## config.mk

```make
export PLATFORM = sky130hd
export DESIGN_NAME = cmd_reg_buf
export DESIGN_NICKNAME = d
export VERILOG_FILES = /design/src/rtl/cmdbuf_pkg.sv /design/src/rtl/cmdbuf_wake.sv /design/src/rtl/cmdbuf_gate.sv /design/src/rtl/cmdbuf_parchk.sv /design/src/rtl/cmd_reg_buf.sv
export SDC_FILE = /design/constraint.sdc
export NUM_CORES = 1
export LEC_CHECK = 0
export ABC_AREA = 1
export BUFFER_PORTS_ARGS = -buffer_cell sky130_fd_sc_hd__buf_4
export CORE_UTILIZATION = 40
export CTS_BUF_LIST = sky130_fd_sc_hd__clkbuf_4 sky130_fd_sc_hd__clkbuf_8
export DETAILED_ROUTE_END_ITERATION = 8
export PLACE_DENSITY_LB_ADDON = 0.08
export SETUP_SLACK_MARGIN = 0.15
export SLEW_MARGIN = 20
export SYNTH_ARGS = -nofsm -noshare
export SYNTH_HDL_FRONTEND = slang
export SYNTH_SLANG_ARGS = --single-unit
```

## constraint.sdc

```tcl
create_clock -name clk -period 2.3 [get_ports clk]
set_clock_uncertainty 0.05 [all_clocks]
set_input_delay 0.345 -clock clk [delete_from_list [all_inputs] [get_ports clk]]
set_output_delay 0.345 -clock clk [all_outputs]
set_load 0.05 [all_outputs]
```

## src/rtl/cmdbuf_pkg.sv

```systemverilog
package cmdbuf_pkg;
  // Decision made each edge for the command word register.
  typedef enum logic {
    CAP_HOLD = 1'b0,
    CAP_LOAD = 1'b1
  } cap_e;
endpackage

```

## src/rtl/cmdbuf_wake.sv

```systemverilog
// Counts edges after reset release; inputs are accepted only once done.
module cmdbuf_wake #(
  parameter int WAKE_CYC = 2
) (
  input  logic clk,
  input  logic rst_n,
  output logic en
);
  localparam int CW = $clog2(WAKE_CYC + 2);
  localparam logic [CW-1:0] LIMIT = CW'(WAKE_CYC);

  logic [CW-1:0] cnt_r;

  always_ff @(posedge clk or negedge rst_n) begin
    if (!rst_n) cnt_r <= '0;
    else if (cnt_r != LIMIT) cnt_r <= cnt_r + 1'b1;
  end

  assign en = (cnt_r == LIMIT);
endmodule

```

## src/rtl/cmdbuf_gate.sv

```systemverilog
// Decides whether the command word is loaded this edge.
module cmdbuf_gate
  import cmdbuf_pkg::*;
#(
  parameter int NCS = 2
) (
  input  logic           en,
  input  logic [NCS-1:0] cs_n_in,
  input  logic           cs_gate_en,
  output cap_e           cap
);
  logic none_sel;
  assign none_sel = &cs_n_in;

  always_comb begin
    cap = CAP_HOLD;
    if (en && !(cs_gate_en && none_sel)) cap = CAP_LOAD;
  end
endmodule

```

## src/rtl/cmdbuf_parchk.sv

```systemverilog
// Holds the loaded word one extra stage, checks it against the late parity
// bit, and stretches the active-low error flag.
module cmdbuf_parchk #(
  parameter int DATA_W   = 22,
  parameter int ERR_HOLD = 2
) (
  input  logic              clk,
  input  logic              rst_n,
  input  logic              load,
  input  logic [DATA_W-1:0] cmd_in,
  input  logic              par_in,
  output logic              err_n
);
  localparam int HW = $clog2(ERR_HOLD + 2);
  localparam logic [HW-1:0] HOLD_INIT = HW'(ERR_HOLD);

  logic [DATA_W-1:0] word_r;
  logic              vld_r;
  logic [HW-1:0]     hold_r;
  logic              err_n_r;
  logic              bad;

  // odd parity: word bits plus parity must XOR to 1
  assign bad = vld_r && ((^word_r ^ par_in) == 1'b0);

  always_ff @(posedge clk or negedge rst_n) begin
    if (!rst_n) begin
      word_r  <= '0;
      vld_r   <= 1'b0;
      hold_r  <= '0;
      err_n_r <= 1'b1;
    end else begin
      vld_r <= load;
      if (load) word_r <= cmd_in;
      if (bad) begin
        err_n_r <= 1'b0;
        hold_r  <= HOLD_INIT;
      end else if (hold_r != '0) begin
        hold_r <= hold_r - 1'b1;
      end else begin
        err_n_r <= 1'b1;
      end
    end
  end

  assign err_n = err_n_r;
endmodule

```

## src/rtl/cmd_reg_buf.sv

```systemverilog
module cmd_reg_buf
  import cmdbuf_pkg::*;
#(
  parameter int DATA_W   = 22,
  parameter int CTL_W    = 4,
  parameter int NCS      = 2,
  parameter int WAKE_CYC = 2,
  parameter int ERR_HOLD = 2
) (
  input  logic              clk,
  input  logic              rst_n,
  input  logic [DATA_W-1:0] cmd_in,
  input  logic [CTL_W-1:0]  ctl_in,
  input  logic [NCS-1:0]    cs_n_in,
  input  logic              cs_gate_en,
  input  logic              par_in,
  output logic [DATA_W-1:0] cmd_q,
  output logic [CTL_W-1:0]  ctl_q,
  output logic [NCS-1:0]    cs_n_q,
  output logic              err_n
);
  logic en_w;
  cap_e cap_w;
  logic load_w;

  cmdbuf_wake #(.WAKE_CYC(WAKE_CYC)) u_wake (
    .clk  (clk),
    .rst_n(rst_n),
    .en   (en_w)
  );

  cmdbuf_gate #(.NCS(NCS)) u_gate (
    .en        (en_w),
    .cs_n_in   (cs_n_in),
    .cs_gate_en(cs_gate_en),
    .cap       (cap_w)
  );

  assign load_w = (cap_w == CAP_LOAD);

  cmdbuf_parchk #(.DATA_W(DATA_W), .ERR_HOLD(ERR_HOLD)) u_par (
    .clk   (clk),
    .rst_n (rst_n),
    .load  (load_w),
    .cmd_in(cmd_in),
    .par_in(par_in),
    .err_n (err_n)
  );

  always_ff @(posedge clk or negedge rst_n) begin
    if (!rst_n) begin
      cmd_q  <= '0;
      ctl_q  <= '0;
      cs_n_q <= '0;
    end else begin
      if (load_w) cmd_q <= cmd_in;
      if (en_w) begin
        ctl_q  <= ctl_in;
        cs_n_q <= cs_n_in;
      end
    end
  end
endmodule

```

== Word-level counts from Yosys, hierarchy flattened ==
Cells that the tools add are included.
Operators by class
  multiplexer cells: 5
  reduce and logical (&&, ||, !) cells: 8
  equal/unequal tests: 3
  add/sub/neg operators: 2
  bitwise logic cells: 2
Operators by type and width (count)
  $reduce_xor A22 Y1: 1
  $mux W2: 2
  $reduce_bool A2 Y1: 2
  $logic_and A1 B1 Y1: 3
  $mux W1: 3
  $add A2 B1 Y2 const B: 1
  $eq A2 B2 Y1 const B: 1
  $ne A2 B1 Y1 const B: 1
  $ne A2 B2 Y1 const B: 1
  $reduce_and A2 Y1: 1
  $sub A2 B1 Y2 const B: 1
  $logic_not A1 Y1: 1
  $not A1 Y1: 1
  $xor A1 B1 Y1: 1
Storage, ports and cells
  input port bits: 32
  register bits: 34
  word-level logic and storage cells: 27

== Depth between registers and ports, before layout ==
  depth in word-level cells: 5
  depth in mapped cells: 15
  gate-level depth less buffers: 15

== Cells and area by module ==
Synthesis repeated with hierarchy kept, for this count alone.
Unflattened totals
  cells, all modules: 300
  area total of the unflattened synthesis: 2537.4 µm²
Modules (own cells, without submodules)
  cmdbuf_parchk: instances 1, seq. area each 651.9 µm², area an instance 1361.3 µm², cells each 168
  cmd_reg_buf: instances 1, seq. area each 700.7 µm², area an instance 1061.0 µm², cells each 118
  cmdbuf_wake: instances 1, seq. area each 50.0 µm², area an instance 102.6 µm², cells each 11
  cmdbuf_gate: instances 1, seq. area each 0.0 µm², area an instance 12.5 µm², cells each 3

== Worst setup path before layout ==
No wires, ideal clock.
  kind: reg-to-reg
  from: reg, netlist name cmd_q[11]
  to: reg u_par.hold_r[0]
  clock period less this slack: 1.647 ns
  setup time: 0.113 ns
  buffers on the path: 0
  arrival time: 1.484 ns
  slack: 0.653 ns
  cell stages (with the launch flop): 14
  cells stage by stage: dfrtp_1 -> inv_1 -> nand2_1 -> nand2_1 -> nand2_2 -> nand2_1 -> nand2_2 -> nand2_2 -> nor2_1 -> nor2_2 -> nand2_1 -> nand3_2 -> nand2_1 -> inv_1
RTL lines
  end signal: assignment: RTL line cmdbuf_parchk.sv:39  | hold_r <= hold_r - 1'b1;
  end: declaration: RTL line cmdbuf_parchk.sv:19  | logic [HW-1:0] hold_r;

== Final worst setup path ==
  from: reg u_wake.cnt_r[0]
  to: reg cmd_q[16]
On the way
  word-level cells in the longest chain between the ends: 3
RTL lines
  start: declaration: RTL line cmdbuf_wake.sv:12  | logic [CW-1:0] cnt_r;
  start signal: assignment: RTL line cmdbuf_wake.sv:16  | else if (cnt_r != LIMIT) cnt_r <= cnt_r + 1'b1;
  $eq A2 B2 Y1: RTL line cmdbuf_wake.sv:19  | assign en = (cnt_r == LIMIT);
  $logic_and A1 B1 Y1: RTL line cmdbuf_gate.sv:17  | if (en && !(cs_gate_en && none_sel)) cap = CAP_LOAD;
  $mux W1: RTL line cmdbuf_gate.sv:17
  end signal: assignment: RTL line cmd_reg_buf.sv:56  | if (load_w) cmd_q <= cmd_in;
  end: declaration: RTL line cmd_reg_buf.sv:17  | output logic [DATA_W-1:0] cmd_q,
Every way passes these cells.
A chain may end at the register's enable or synchronous reset.

==> impl_metrics.toml <==
[run_status]
outcome = "finished, final reports clean"

[yosys]
syn_inst = 232
ys_warn_count = 0
synthesis.nets = 266
ys_types = 22
syn_avg_cell_area_um2 = 7.453
syn_area_mm2 = 0.001729
synth_seq_cells = 34
yosysSeqAreaShare = 0.4928

[worst_setup_path]
crit_path_max_incr_delay_ps = 390
cpMaxStageDelayCell = "dfrtp_1"
arrival_ps = 1780
crit_required_ps = 2430
cp-start-kind = "flop"
cp_max_fo = 14
critPathCaptureType = "flop"
crit_path_cell_trace = "inv_1 > ha_1 > inv_2 > a31oi_4 > inv_1 > nand2_1 > nand2_1"
rr_endpoint = "cmd_q[16]"
rrSetupSlack_ps = 650
r2r-start = "u_wake.cnt_r[0]"
reg2reg_depth = 7
worstSetupPathType = "reg -> reg"

[power_and_ir_drop]
power.internal_mw = 1.097
combPwrFrac = 0.324
p_clk_frac = 0.256
cellPowerDensity_mw_per_mm2 = 719.8
power.total_mw = 1.682
switchingPower_mw = 0.5846
p_leak_nw = 1.366
seqPwrFrac = 0.420
p_sw_frac = 0.3477
ir_drop_mv = 0.4603

[finish]
nets = 331
areaGrowthSynthToFinish_pct = 35.09
final_cell_count_no_fill = 346
drive_above_1_share = 0.2838
n_antenna_cell = 0
fin_area_mm2 = 0.002336
fin_util = 0.5716

[placed_design]
port_buffers = 60
dp.cells = 339
dp_hpwl_um = 2624
gp_congestion = 0.7148
post_dp_cell_area_mm2 = 0.002243

[routing]
routed_wl_um = 3512
drt_iter0_markers = 61
via_count = 1532
first_pass_iters = 4
viasPerCell = 4.428
ant_nets = 0
wire_per_inst_um = 10.15
drc = 0

[min_path]
holdCritPathClass = "in -> reg"
whs_path_depth = 3
hold_path_end = "cmd_q[15]"
hold_path_startpoint = "cmd_in[15]"

[clocking]
cts_root_buf = "clkbuf_8"
clock_sinks = 34
cts_setup_buffers = 0
insertion_delay_ps = 290
clk_pin_slew_worst_paths_ps = 60
post_cts_resized = 0
h-tree-depth = 2
cts_tree = "built"
cts-buffers-inserted = 5
clk_path_buf_depth = 2

[global_route]
grt_pass1_wl_um = 5982
grt_pass1_vias = 1385
grt-ovfl-total = 0
grtUsageTotal = 0.1801
grt_max_degree = 35
antenna_found_initial = 0

[timing]
finalHoldViolCount = 0
slew_violations = 0
setup_viol = 0
tightest_slew_ps = 440.1
rsz0062_at_grt = "no"
layout_min_cycle_time_ps = 1655
maxSlewHeadroom = 0.7066
clock.fmax_mhz = 604.3
period_share = 0.7195
fin_setup_tns_ps = 0

[floorplan]
die_area_mm2 = 0.004590
die_w_um = 67.75
rows = 23
ioPinCount = 61
initial_core_util = 0.4231
die_height_um = 67.75
coreArea_mm2 = 0.004086

[flow_run]
max-cap-violations = 0
==> how the worst max path moves through the flow <==
stage | startpoint | endpoint | slack [ps] | cells after the start
after global placement | u_wake.cnt_r[0] | cmd_q[16] | 690 | 7
after global routing | u_wake.cnt_r[0] | cmd_q[14] | 420 | 7
final | u_wake.cnt_r[0] | cmd_q[16] | 650 | 7
after floorplan | cmd_q[11] | u_par.hold_r[0] | 650 | 13
after CTS | u_wake.cnt_r[0] | cmd_q[19] | 620 | 7
after detailed placement | u_wake.cnt_r[0] | cmd_q[19] | 640 | 7
==> cell families after synthesis <==
group                      share of synthesized area
and+or+nand+nor                               0.3162
buffers and inverters                        0.09117
DFF                                           0.4928
AOI/OAI and AO/OA                            0.04993
xor gates and xnor gates                     0.03546
adders and majority gates                    0.01447
==> per-stage QoR <==
step | hold WS (ps) | worst slack, ps
final | 207.6 | 645.1
after CTS | 202.1 | 615.9
after global routing | 205.7 | 424.0
after detailed placement | 275.8 | 636.0
after floorplan | -0.5911 | 652.8
after global placement | 275.5 | 691.1
==> final cells by class <==
type                    instances  area, µm²
inverters                      31      116.4
multi-input cells             162      734.5
clock buffers                   6      82.58
repair buffers                 63      488.0
well taps                      50      62.56
flip-flops and latches         34      852.1
fillers                       417       1750
==> worst max-delay path, delay by kind of cell (launching register included) <==
kind | cells | cell delay (ps)
adders and majority gates | 1 | 170
and+or+nand+nor | 2 | 150
DFF | 1 | 390
buffers and inverters | 3 | 390
AOI/OAI and AO/OA | 1 | 390
==> layout by cell type, fill, tap and decap left out, drive strengths merged <==
master / Yosys / final
nand2: 122 / 122
buf: 4 / 62
dfrtp: 33 / 33
inv: 31 / 31
o21ai: 15 / 15
nand3: 7 / 7
xnor2: 6 / 6
clkbuf: 1 / 6
nor2: 5 / 5
ha: 2 / 2
a31oi: 1 / 1
nand2b: 1 / 1
xor2: 1 / 1
or2: 1 / 1
a21oi: 1 / 1
dlygate4sd3: 0 / 1
dfstp: 1 / 1
==> flip-flops by register name, indices dropped and copies added, names as in the netlist <==
signal and count:
cmd_q 22, ctl_q 4, u_wake.cnt_r 2, u_par.err_n 1, u_par.hold_r 2, u_par.vld_r 1
cs_n_q 2
==> routing by layer <==
metal,vias to the layer above,wire [µm],GRT usage,part of all wire
li1,816,-,-,-
met1,666,1548,0.2141,0.44
met2,43,1599,0.2834,0.46
met3,7,294,0.07264,0.084
met4,0,68,0.07979,0.019
met5,-,0,0,0
==> power groups by stage <==
stage | registers [mW] | clock network (mW) | logic, mW
6_report | 0.706 | 0.431 | 0.545
2_1_floorplan | 0.853 | 0 | 0.250
3_3_place_gp | 0.717 | 0 | 0.546
4_1_cts | 0.707 | 0.444 | 0.554
3_5_place_dp | 0.717 | 0 | 0.550
5_1_grt | 0.715 | 0.461 | 0.612
==> Yosys cell counts <==
cell type	n	area, µm²
nor2_1	3	11.26
dfrtp_1	33	825.8
nand2_2	5	31.28
buf_6	2	22.52
dfstp_2	1	26.28
ha_1	2	25.02
nand2_1	117	439.2
o21ai_1	2	10.01
xor2_1	1	8.760
inv_2	5	18.77
nand2b_1	1	6.260
a21oi_1	1	5.000
o21ai_0	13	65.06
or2_2	1	6.260
nand3_2	1	10.01
nor2_2	2	12.51
nand3_1	6	30.03
clkbuf_1	1	3.750
buf_4	2	15.01
xnor2_1	6	52.55
inv_1	26	97.59
a31oi_1	1	6.260
==> what timing repair did <==
item,4_1_cts,5_1_grt
hold endpoints to repair,33,0
hold buffers,1,0
endpoints found under the setup margin,0,0
Power figures use the tool's default switching activity.
